File: config.mk
export PLATFORM = sky130hd
export DESIGN_NAME = ifr_framer
export DESIGN_NICKNAME = d
export VERILOG_FILES = /design/src/rtl/ifr_pkg.sv /design/src/rtl/ifr_classify.sv /design/src/rtl/ifr_addr.sv /design/src/rtl/ifr_ctrl.sv /design/src/rtl/ifr_framer.sv
export SDC_FILE = /design/constraint.sdc
export NUM_CORES = 1
export LEC_CHECK = 0
export ABC_AREA = 0
export BUFFER_PORTS_ARGS = -buffer_cell sky130_fd_sc_hd__buf_2
export CAP_MARGIN = 30
export CORE_ASPECT_RATIO = 2
export CORE_MARGIN = 1.5
export CORE_UTILIZATION = 32
export DETAILED_ROUTE_END_ITERATION = 10
export GPL_TIMING_DRIVEN = 1
export HOLD_SLACK_MARGIN = 0.06
export SLEW_MARGIN = 10
export SYNTH_ARGS = -nofsm -noshare
export SYNTH_HDL_FRONTEND = slang
export SYNTH_HIERARCHICAL = 1
export SYNTH_SLANG_ARGS = --single-unit
export TNS_END_PERCENT = 10
File: constraint.sdc
create_clock -name clk -period 5.8 [get_ports clk]
set_input_delay 1.16 -clock clk [delete_from_list [all_inputs] [get_ports clk]]
set_output_delay 1.16 -clock clk [all_outputs]
set_load 0.02 [all_outputs]
File: src/rtl/ifr_pkg.sv
package ifr_pkg;

   typedef enum logic [2:0] {
      FMT_CTRL = 3'd0,
      FMT_COBR = 3'd1,
      FMT_REG  = 3'd2,
      FMT_MEM  = 3'd3,
      FMT_DATA = 3'd4
   } fmt_t;

   // Memory-class opcodes that exist; anything else in 0x80..0xCF is undefined.
   function automatic logic mem_op_defined(input logic [7:0] op);
      logic hit;
      case (op)
         8'h80, 8'h82, 8'h84, 8'h85, 8'h86, 8'h88, 8'h8A, 8'h8C,
         8'h90, 8'h92, 8'h98, 8'h9A,
         8'hA0, 8'hA2, 8'hAC,
         8'hB0, 8'hB2,
         8'hC0, 8'hC2, 8'hC8, 8'hCA: hit = 1'b1;
         default:                    hit = 1'b0;
      endcase
      return hit;
   endfunction

endpackage

File: src/rtl/ifr_classify.sv
module ifr_classify
   import ifr_pkg::*;
#(
   parameter int          WORD_W     = 32,
   parameter int          MODE_LSB   = 10,
   parameter int          MODE_W     = 4,
   parameter logic [15:0] LONG_MODES = 16'hF020,
   parameter logic [15:0] BAD_MODES  = 16'h0040
) (
   input  logic [WORD_W-1:0] word,
   output fmt_t              fmt,
   output logic              two_word,
   output logic              bad
);

   localparam int NIB_MSB = WORD_W - 1;
   localparam int OP_W    = 8;
   localparam int N_MODES = 1 << MODE_W;

   if (WORD_W != 32) begin : g_chk_word
      $error("ifr_classify: field positions assume a 32-bit word");
   end
   if (N_MODES != 16) begin : g_chk_mode
      $error("ifr_classify: mode masks are 16 bits wide");
   end
   if ((LONG_MODES & BAD_MODES) != 16'h0) begin : g_chk_masks
      $error("ifr_classify: a mode cannot be both long and invalid");
   end

   logic [3:0]        nib;
   logic [OP_W-1:0]   op;
   logic [MODE_W-1:0] mode;
   logic              op_ok;

   assign nib   = word[NIB_MSB -: 4];
   assign op    = word[NIB_MSB -: OP_W];
   assign mode  = word[MODE_LSB +: MODE_W];
   assign op_ok = mem_op_defined(op);

   always_comb begin
      case (nib)
         4'h0, 4'h1:             fmt = FMT_CTRL;
         4'h2, 4'h3:             fmt = FMT_COBR;
         4'h5, 4'h6, 4'h7:       fmt = FMT_REG;
         4'h8, 4'h9, 4'hA,
         4'hB, 4'hC:             fmt = FMT_MEM;
         default:                fmt = FMT_DATA;
      endcase
   end

   always_comb begin
      two_word = 1'b0;
      bad      = 1'b0;
      if (fmt == FMT_DATA) begin
         bad = 1'b1;
      end else if (fmt == FMT_MEM) begin
         two_word = op_ok && LONG_MODES[mode];
         bad      = !op_ok || BAD_MODES[mode];
      end
   end

endmodule

File: src/rtl/ifr_addr.sv
module ifr_addr #(
   parameter int                 ADDR_W     = 32,
   parameter int                 WORD_W     = 32,
   parameter logic [ADDR_W-1:0]  RESET_ADDR = '0
) (
   input  logic              clk,
   input  logic              rst_n,
   input  logic              load,
   input  logic [ADDR_W-1:0] load_val,
   input  logic              step,
   input  logic              step_two,
   output logic [ADDR_W-1:0] addr_q
);

   localparam int                WORD_BYTES = WORD_W / 8;
   localparam logic [ADDR_W-1:0] INC_ONE    = ADDR_W'(WORD_BYTES);
   localparam logic [ADDR_W-1:0] INC_TWO    = ADDR_W'(2 * WORD_BYTES);

   if (ADDR_W < 4) begin : g_chk_addr
      $error("ifr_addr: address too narrow for the step sizes");
   end
   if ((WORD_W % 8) != 0) begin : g_chk_bytes
      $error("ifr_addr: word width must be whole bytes");
   end

   always_ff @(posedge clk) begin
      if (!rst_n)
         addr_q <= RESET_ADDR;
      else if (load)
         addr_q <= load_val;
      else if (step)
         addr_q <= addr_q + (step_two ? INC_TWO : INC_ONE);
   end

   AST_FLUSH_LOADS_ADDR: assert property (@(posedge clk) disable iff (!rst_n)
      load |=> addr_q == $past(load_val));
   AST_ADDR_STEP: assert property (@(posedge clk) disable iff (!rst_n)
      (step && !load) |=> addr_q == $past(addr_q) + ($past(step_two) ? INC_TWO : INC_ONE));

endmodule

File: src/rtl/ifr_ctrl.sv
module ifr_ctrl
   import ifr_pkg::*;
#(
   parameter int WORD_W = 32
) (
   input  logic              clk,
   input  logic              rst_n,
   input  logic              flush,
   input  logic              in_valid,
   input  logic [WORD_W-1:0] in_data,
   output logic              in_ready,
   input  fmt_t              cls_fmt,
   input  logic              cls_two,
   input  logic              cls_bad,
   input  logic              out_ready,
   output logic              out_valid,
   output logic [WORD_W-1:0] word1_q,
   output logic [WORD_W-1:0] word2_q,
   output fmt_t              fmt_q,
   output logic              two_q,
   output logic              bad_q,
   output logic              emit
);

   typedef enum logic [1:0] {
      ST_HEAD = 2'd0,
      ST_TAIL = 2'd1,
      ST_HOLD = 2'd2
   } st_t;

   st_t st_q;

   assign in_ready  = !flush && (st_q == ST_HEAD || st_q == ST_TAIL);
   assign out_valid = (st_q == ST_HOLD);
   assign emit      = out_valid && out_ready;

   always_ff @(posedge clk) begin
      if (!rst_n) begin
         st_q    <= ST_HEAD;
         word1_q <= '0;
         word2_q <= '0;
         fmt_q   <= FMT_CTRL;
         two_q   <= 1'b0;
         bad_q   <= 1'b0;
      end else if (flush) begin
         st_q <= ST_HEAD;
      end else begin
         case (st_q)
            ST_HEAD: if (in_valid) begin
               word1_q <= in_data;
               word2_q <= '0;
               fmt_q   <= cls_fmt;
               two_q   <= cls_two;
               bad_q   <= cls_bad;
               st_q    <= cls_two ? ST_TAIL : ST_HOLD;
            end
            ST_TAIL: if (in_valid) begin
               word2_q <= in_data;
               st_q    <= ST_HOLD;
            end
            ST_HOLD: if (out_ready) begin
               st_q <= ST_HEAD;
            end
            default: st_q <= ST_HEAD;
         endcase
      end
   end

   AST_HOLD_STABLE: assert property (@(posedge clk) disable iff (!rst_n)
      (out_valid && !out_ready && !flush) |=> out_valid && $stable(word1_q)
         && $stable(word2_q) && $stable(fmt_q) && $stable(two_q) && $stable(bad_q));
   AST_FLUSH_DROPS: assert property (@(posedge clk) disable iff (!rst_n)
      flush |=> !out_valid);
   AST_ONE_WORD_ZERO: assert property (@(posedge clk) disable iff (!rst_n)
      (out_valid && !two_q) |-> word2_q == '0);
   AST_LONG_IS_MEM: assert property (@(posedge clk) disable iff (!rst_n)
      (out_valid && two_q) |-> (fmt_q == FMT_MEM && !bad_q));
   AST_DATA_IS_BAD: assert property (@(posedge clk) disable iff (!rst_n)
      (out_valid && fmt_q == FMT_DATA) |-> (bad_q && !two_q));

endmodule

File: src/rtl/ifr_framer.sv
module ifr_framer
   import ifr_pkg::*;
#(
   parameter int                ADDR_W     = 32,
   parameter int                WORD_W     = 32,
   parameter logic [ADDR_W-1:0] RESET_ADDR = '0,
   parameter logic [15:0]       LONG_MODES = 16'hF020,
   parameter logic [15:0]       BAD_MODES  = 16'h0040
) (
   input  logic              clk,
   input  logic              rst_n,
   input  logic              flush,
   input  logic [ADDR_W-1:0] flush_addr,
   input  logic              in_valid,
   input  logic [WORD_W-1:0] in_data,
   output logic              in_ready,
   output logic              out_valid,
   input  logic              out_ready,
   output logic [ADDR_W-1:0] out_addr,
   output logic [WORD_W-1:0] out_word1,
   output logic [WORD_W-1:0] out_word2,
   output logic [2:0]        out_fmt,
   output logic              out_two,
   output logic              out_invalid
);

   fmt_t cls_fmt;
   logic cls_two;
   logic cls_bad;
   fmt_t fmt_q;
   logic emit;

   ifr_classify #(
      .WORD_W     (WORD_W),
      .LONG_MODES (LONG_MODES),
      .BAD_MODES  (BAD_MODES)
   ) u_cls (
      .word     (in_data),
      .fmt      (cls_fmt),
      .two_word (cls_two),
      .bad      (cls_bad)
   );

   ifr_ctrl #(
      .WORD_W (WORD_W)
   ) u_ctrl (
      .clk       (clk),
      .rst_n     (rst_n),
      .flush     (flush),
      .in_valid  (in_valid),
      .in_data   (in_data),
      .in_ready  (in_ready),
      .cls_fmt   (cls_fmt),
      .cls_two   (cls_two),
      .cls_bad   (cls_bad),
      .out_ready (out_ready),
      .out_valid (out_valid),
      .word1_q   (out_word1),
      .word2_q   (out_word2),
      .fmt_q     (fmt_q),
      .two_q     (out_two),
      .bad_q     (out_invalid),
      .emit      (emit)
   );

   ifr_addr #(
      .ADDR_W     (ADDR_W),
      .WORD_W     (WORD_W),
      .RESET_ADDR (RESET_ADDR)
   ) u_addr (
      .clk      (clk),
      .rst_n    (rst_n),
      .load     (flush),
      .load_val (flush_addr),
      .step     (emit),
      .step_two (out_two),
      .addr_q   (out_addr)
   );

   assign out_fmt = fmt_q;

   AST_NO_TAKE_WHILE_FULL: assert property (@(posedge clk) disable iff (!rst_n)
      (out_valid && !out_ready && !flush) |=> $stable(out_addr));

endmodule

==> metrics.md <==
| Metric | Value |
|---|---|
| Gpl congestion | 0.909 |
| Buffers on Ports | 171 |
| Die Wd | 88.9 um |
| Chip height | 175 um |
| Ys Warns | 6 |
| Total CTS buffers | 9 |
| Minimum clock period after layout | 3480 ps |
| Number of antenna violations at the first check in global routing | 2 |
| Max transition margin | 38.6% |
| Worst R2R Start | u_ctrl/st_q[1]$_SDFFE_PP0P_ |
| P_leak | 2.40 nW |
| Final hold vios | 0 |
| Most frequent cell after synthesis | dfxtp_1 |
| Worst Skew | 9.97 ps |
| Syn_nets | 640 |
| Hold Path Sink | u_ctrl/word1_q[22]$_SDFFE_PN0P_ |
| Maximum clock frequency | 288 MHz |
| CTS resizes | 0 |
| GR peak layer | met2 |
| Reg2Reg Depth | 6 |
| Count of cell types in the netlist | 56 |
| Drt first pass iters | 5 |
| Initial Utilization | 32.7% |
| CTS HTree Levels | 3 |
| Vias | 4782 |
| DR vias/cell | 5.28 |
| Pre-CTS WS | 1980 ps |
| Overflow after GRT | 0 |
| CTS tree | yes |
| Met3 Use GR | 4.20% |
| Postcts setup bufs | 0 |
| FF-to-FF End | u_addr/addr_q[28]$_SDFFE_PN0N_ |
| Fin worst setup slack | 2320 ps |
| Power per cell area | 266 nW/um^2 |
| GR Layer Usage met1 | 18.7% |
| Worst-Margin Slew | 915 ps |
| Largest area contributor in the netlist | dfxtp_1 |
| Routed wire per std cell | 16.0 um |
| CTS hold repair buffers | 0 |
| Mapped Area | 4720 sq um |
| Unrepaired setup endpoints after global routing | false |
| Final period util | 59.9% |
| Final Max Tran Viols | 0 |
| Clock Root Buffer | clkbuf_16 |
| Hold depth | 2 |
| Rows | 62 |
| Run status | completed |
| Worst Hold Launch | u_ctrl/word1_q[22]$_SDFFE_PN0P_ |
| Setup TNS | 0 ps |
| DRT Wirelength | 14500 um |
| Met2 usage | 33.6% |
| Dpl cells | 888 |
| DP HPWL | 10500 um |
| Ys flop type | dfxtp_1 |
| Setup CP Type | in2reg |
| I/O Pins | 172 |
| Synth top cells by count | 103 x dfxtp_1, 81 x o21ai_0, 79 x nand2_1 |
| Number of buffers on the longest clock path | 2 |
| Setup violations, final | 0 |
| Worst-Skew Late Latency | 340 ps |
| Critical Path Fanout Max | 18 |
| Worst EP arrival | 3740 ps |
| Peak VDD IR | 151 uV |
| Post-DRT Antenna Nets | 0 |
| Flops & latches, synth | 103 |
| Number of flops mapped to enable cells by yosys | 0 |
| Layout cell share with drive strength beyond 1 | 28.2% |
| WP data required | 6060 ps |
| Sequential cell area fraction in the yosys report | 43.7% |
| Clock sink total | 103 |
| Largest net degree at the start of global routing | 88 |
| Global-route wire length before repair | 22300 um |
| Flop2flop setup slack | 2580 ps |
| Crit path launch type | input port |
| Clk pin slew, worst setup/hold paths | 70 ps |
| GR Util All Layers | 18.4% |
| Ranking of synthesized cells by area | dfxtp_1 44%, o21ai_0 8.6%, nand2_1 6.3%, nand4_1 5.3%, nand3_1 4.8% |
| HP Class | reg2reg |
| Initial DRC count | 131 |
| Worst Setup End Kind | register |
| Number of max-cap violations | 0 |
| Residual DRC | 0 |
| Total die area | 15500 sq um |
| Area Growth Syn to Fin | 24.3% |
| Asr flop ratio synth | 0% |
| Synthesized area per cell | 8.32 sq um |
| Final #Nets | 779 |
| Top-area cell type share of the netlist area | 43.7% |
| Vias in the first global route | 4573 |
| Syn Inst Count | 568 |
| Pwr Total | 1.56 mW |
| Core ar. | 14400 sq um |
| Finished Layout Cells | 905 |
power by group:
group / total [mW] / switching [mW] / internal [mW]
Clock: 0.607 / 0.292 / 0.314
Sequential: 0.763 / 0.0282 / 0.735
Combinational: 0.193 / 0.126 / 0.0669
Total: 1.56 / 0.446 / 1.12
metal layers:
| layer | up-vias | share of wire [%] |
|---|---|---|
| met3 | 35 | 5.9 |
| met1 | 2234 | 38 |
| met2 | 170 | 53 |
| met5 | - | 0.069 |
| met4 | 2 | 3.8 |
| li1 | 2341 | - |
state kept, by name, summed over array words and instances, names as in the netlist:
name,cells
u_addr/addr_q,32
u_ctrl/bad_q,1
u_ctrl/fmt_q,3
u_ctrl/st_q,2
u_ctrl/two_q,1
u_ctrl/word1_q,32
u_ctrl/word2_q,32
kinds of logic (layout without fill, tap and decap cells):
logic type	after synthesis	in the layout	synth area share, %
simple gates	241	241	27.2
compound gates	145	145	17.7
mux	6	6	1.27
flops	103	103	43.7
other cells	0	1	0
xor+xnor	11	11	2.04
buf+inv	59	203	7.18
fa+ha+maj	3	3	0.954
worst max-delay path by stage:
| stage | start | endpoint | depth (start not counted) |
|---|---|---|---|
| after floorplan | out_ready | u_addr/addr_q[15]$_SDFFE_PN0N_ | 6 |
| after CTS | out_ready | u_addr/addr_q[28]$_SDFFE_PN0N_ | 7 |
| final | out_ready | u_addr/addr_q[28]$_SDFFE_PN0N_ | 7 |
| after global routing | out_ready | u_addr/addr_q[28]$_SDFFE_PN0N_ | 7 |
| after global placement | out_ready | u_addr/addr_q[18]$_SDFFE_PN0N_ | 7 |
| after detailed placement | out_ready | u_addr/addr_q[28]$_SDFFE_PN0N_ | 7 |
worst max-delay path: stages:
cell,delay (ps)
buf_2,80
inv_1,40
nor3_1,600
and4b_1,420
nand4_1,550
or4_1,700
a31oi_1,180
cells in the final DEF, fill, tap and decap left out, types with 2 or more instances in the layout:
cell	instances
nor3_1	8
dfxtp_1	103
buf_4	6
nand2b_1	4
or4_1	9
ha_1	2
nor2_1	16
nor4_1	3
nand2_1	79
o31ai_1	9
nor2b_1	6
nand3_1	45
and3_1	3
a31oi_1	14
mux2i_1	6
xnor2_1	6
clkinv_4	2
or3_1	5
inv_1	11
and2_1	3
xor2_1	5
nor3b_1	2
buf_2	170
inv_8	2
nand4_1	40
a211oi_1	6
and4_1	7
clkbuf_16	9
a311oi_1	3
a21oi_1	8
inv_6	2
o21ai_0	81
o311a_1	2
o21ai_1	14
final cells by class:
type                       instances  area, sq um
antenna                            1         2.50
multi-input combinational        406         2330
clock inverter                     6         57.6
tap                              192          240
fill                            1567         8560
clock buffer                      10          239
inverter                          11         41.3
sequential                       103         2060
timing repair buffer             176          896
through the flow:
step	util, %	hold slack, ps	instance area, sq um
final	40.7	446	5870
after global routing	40.7	466	5870
after CTS	40.7	455	5870
after detailed placement	38.6	437	5570
after global placement	38.6	437	5570
after floorplan	-	526	4720
No activity file was read; power rests on OpenSTA's default activity.
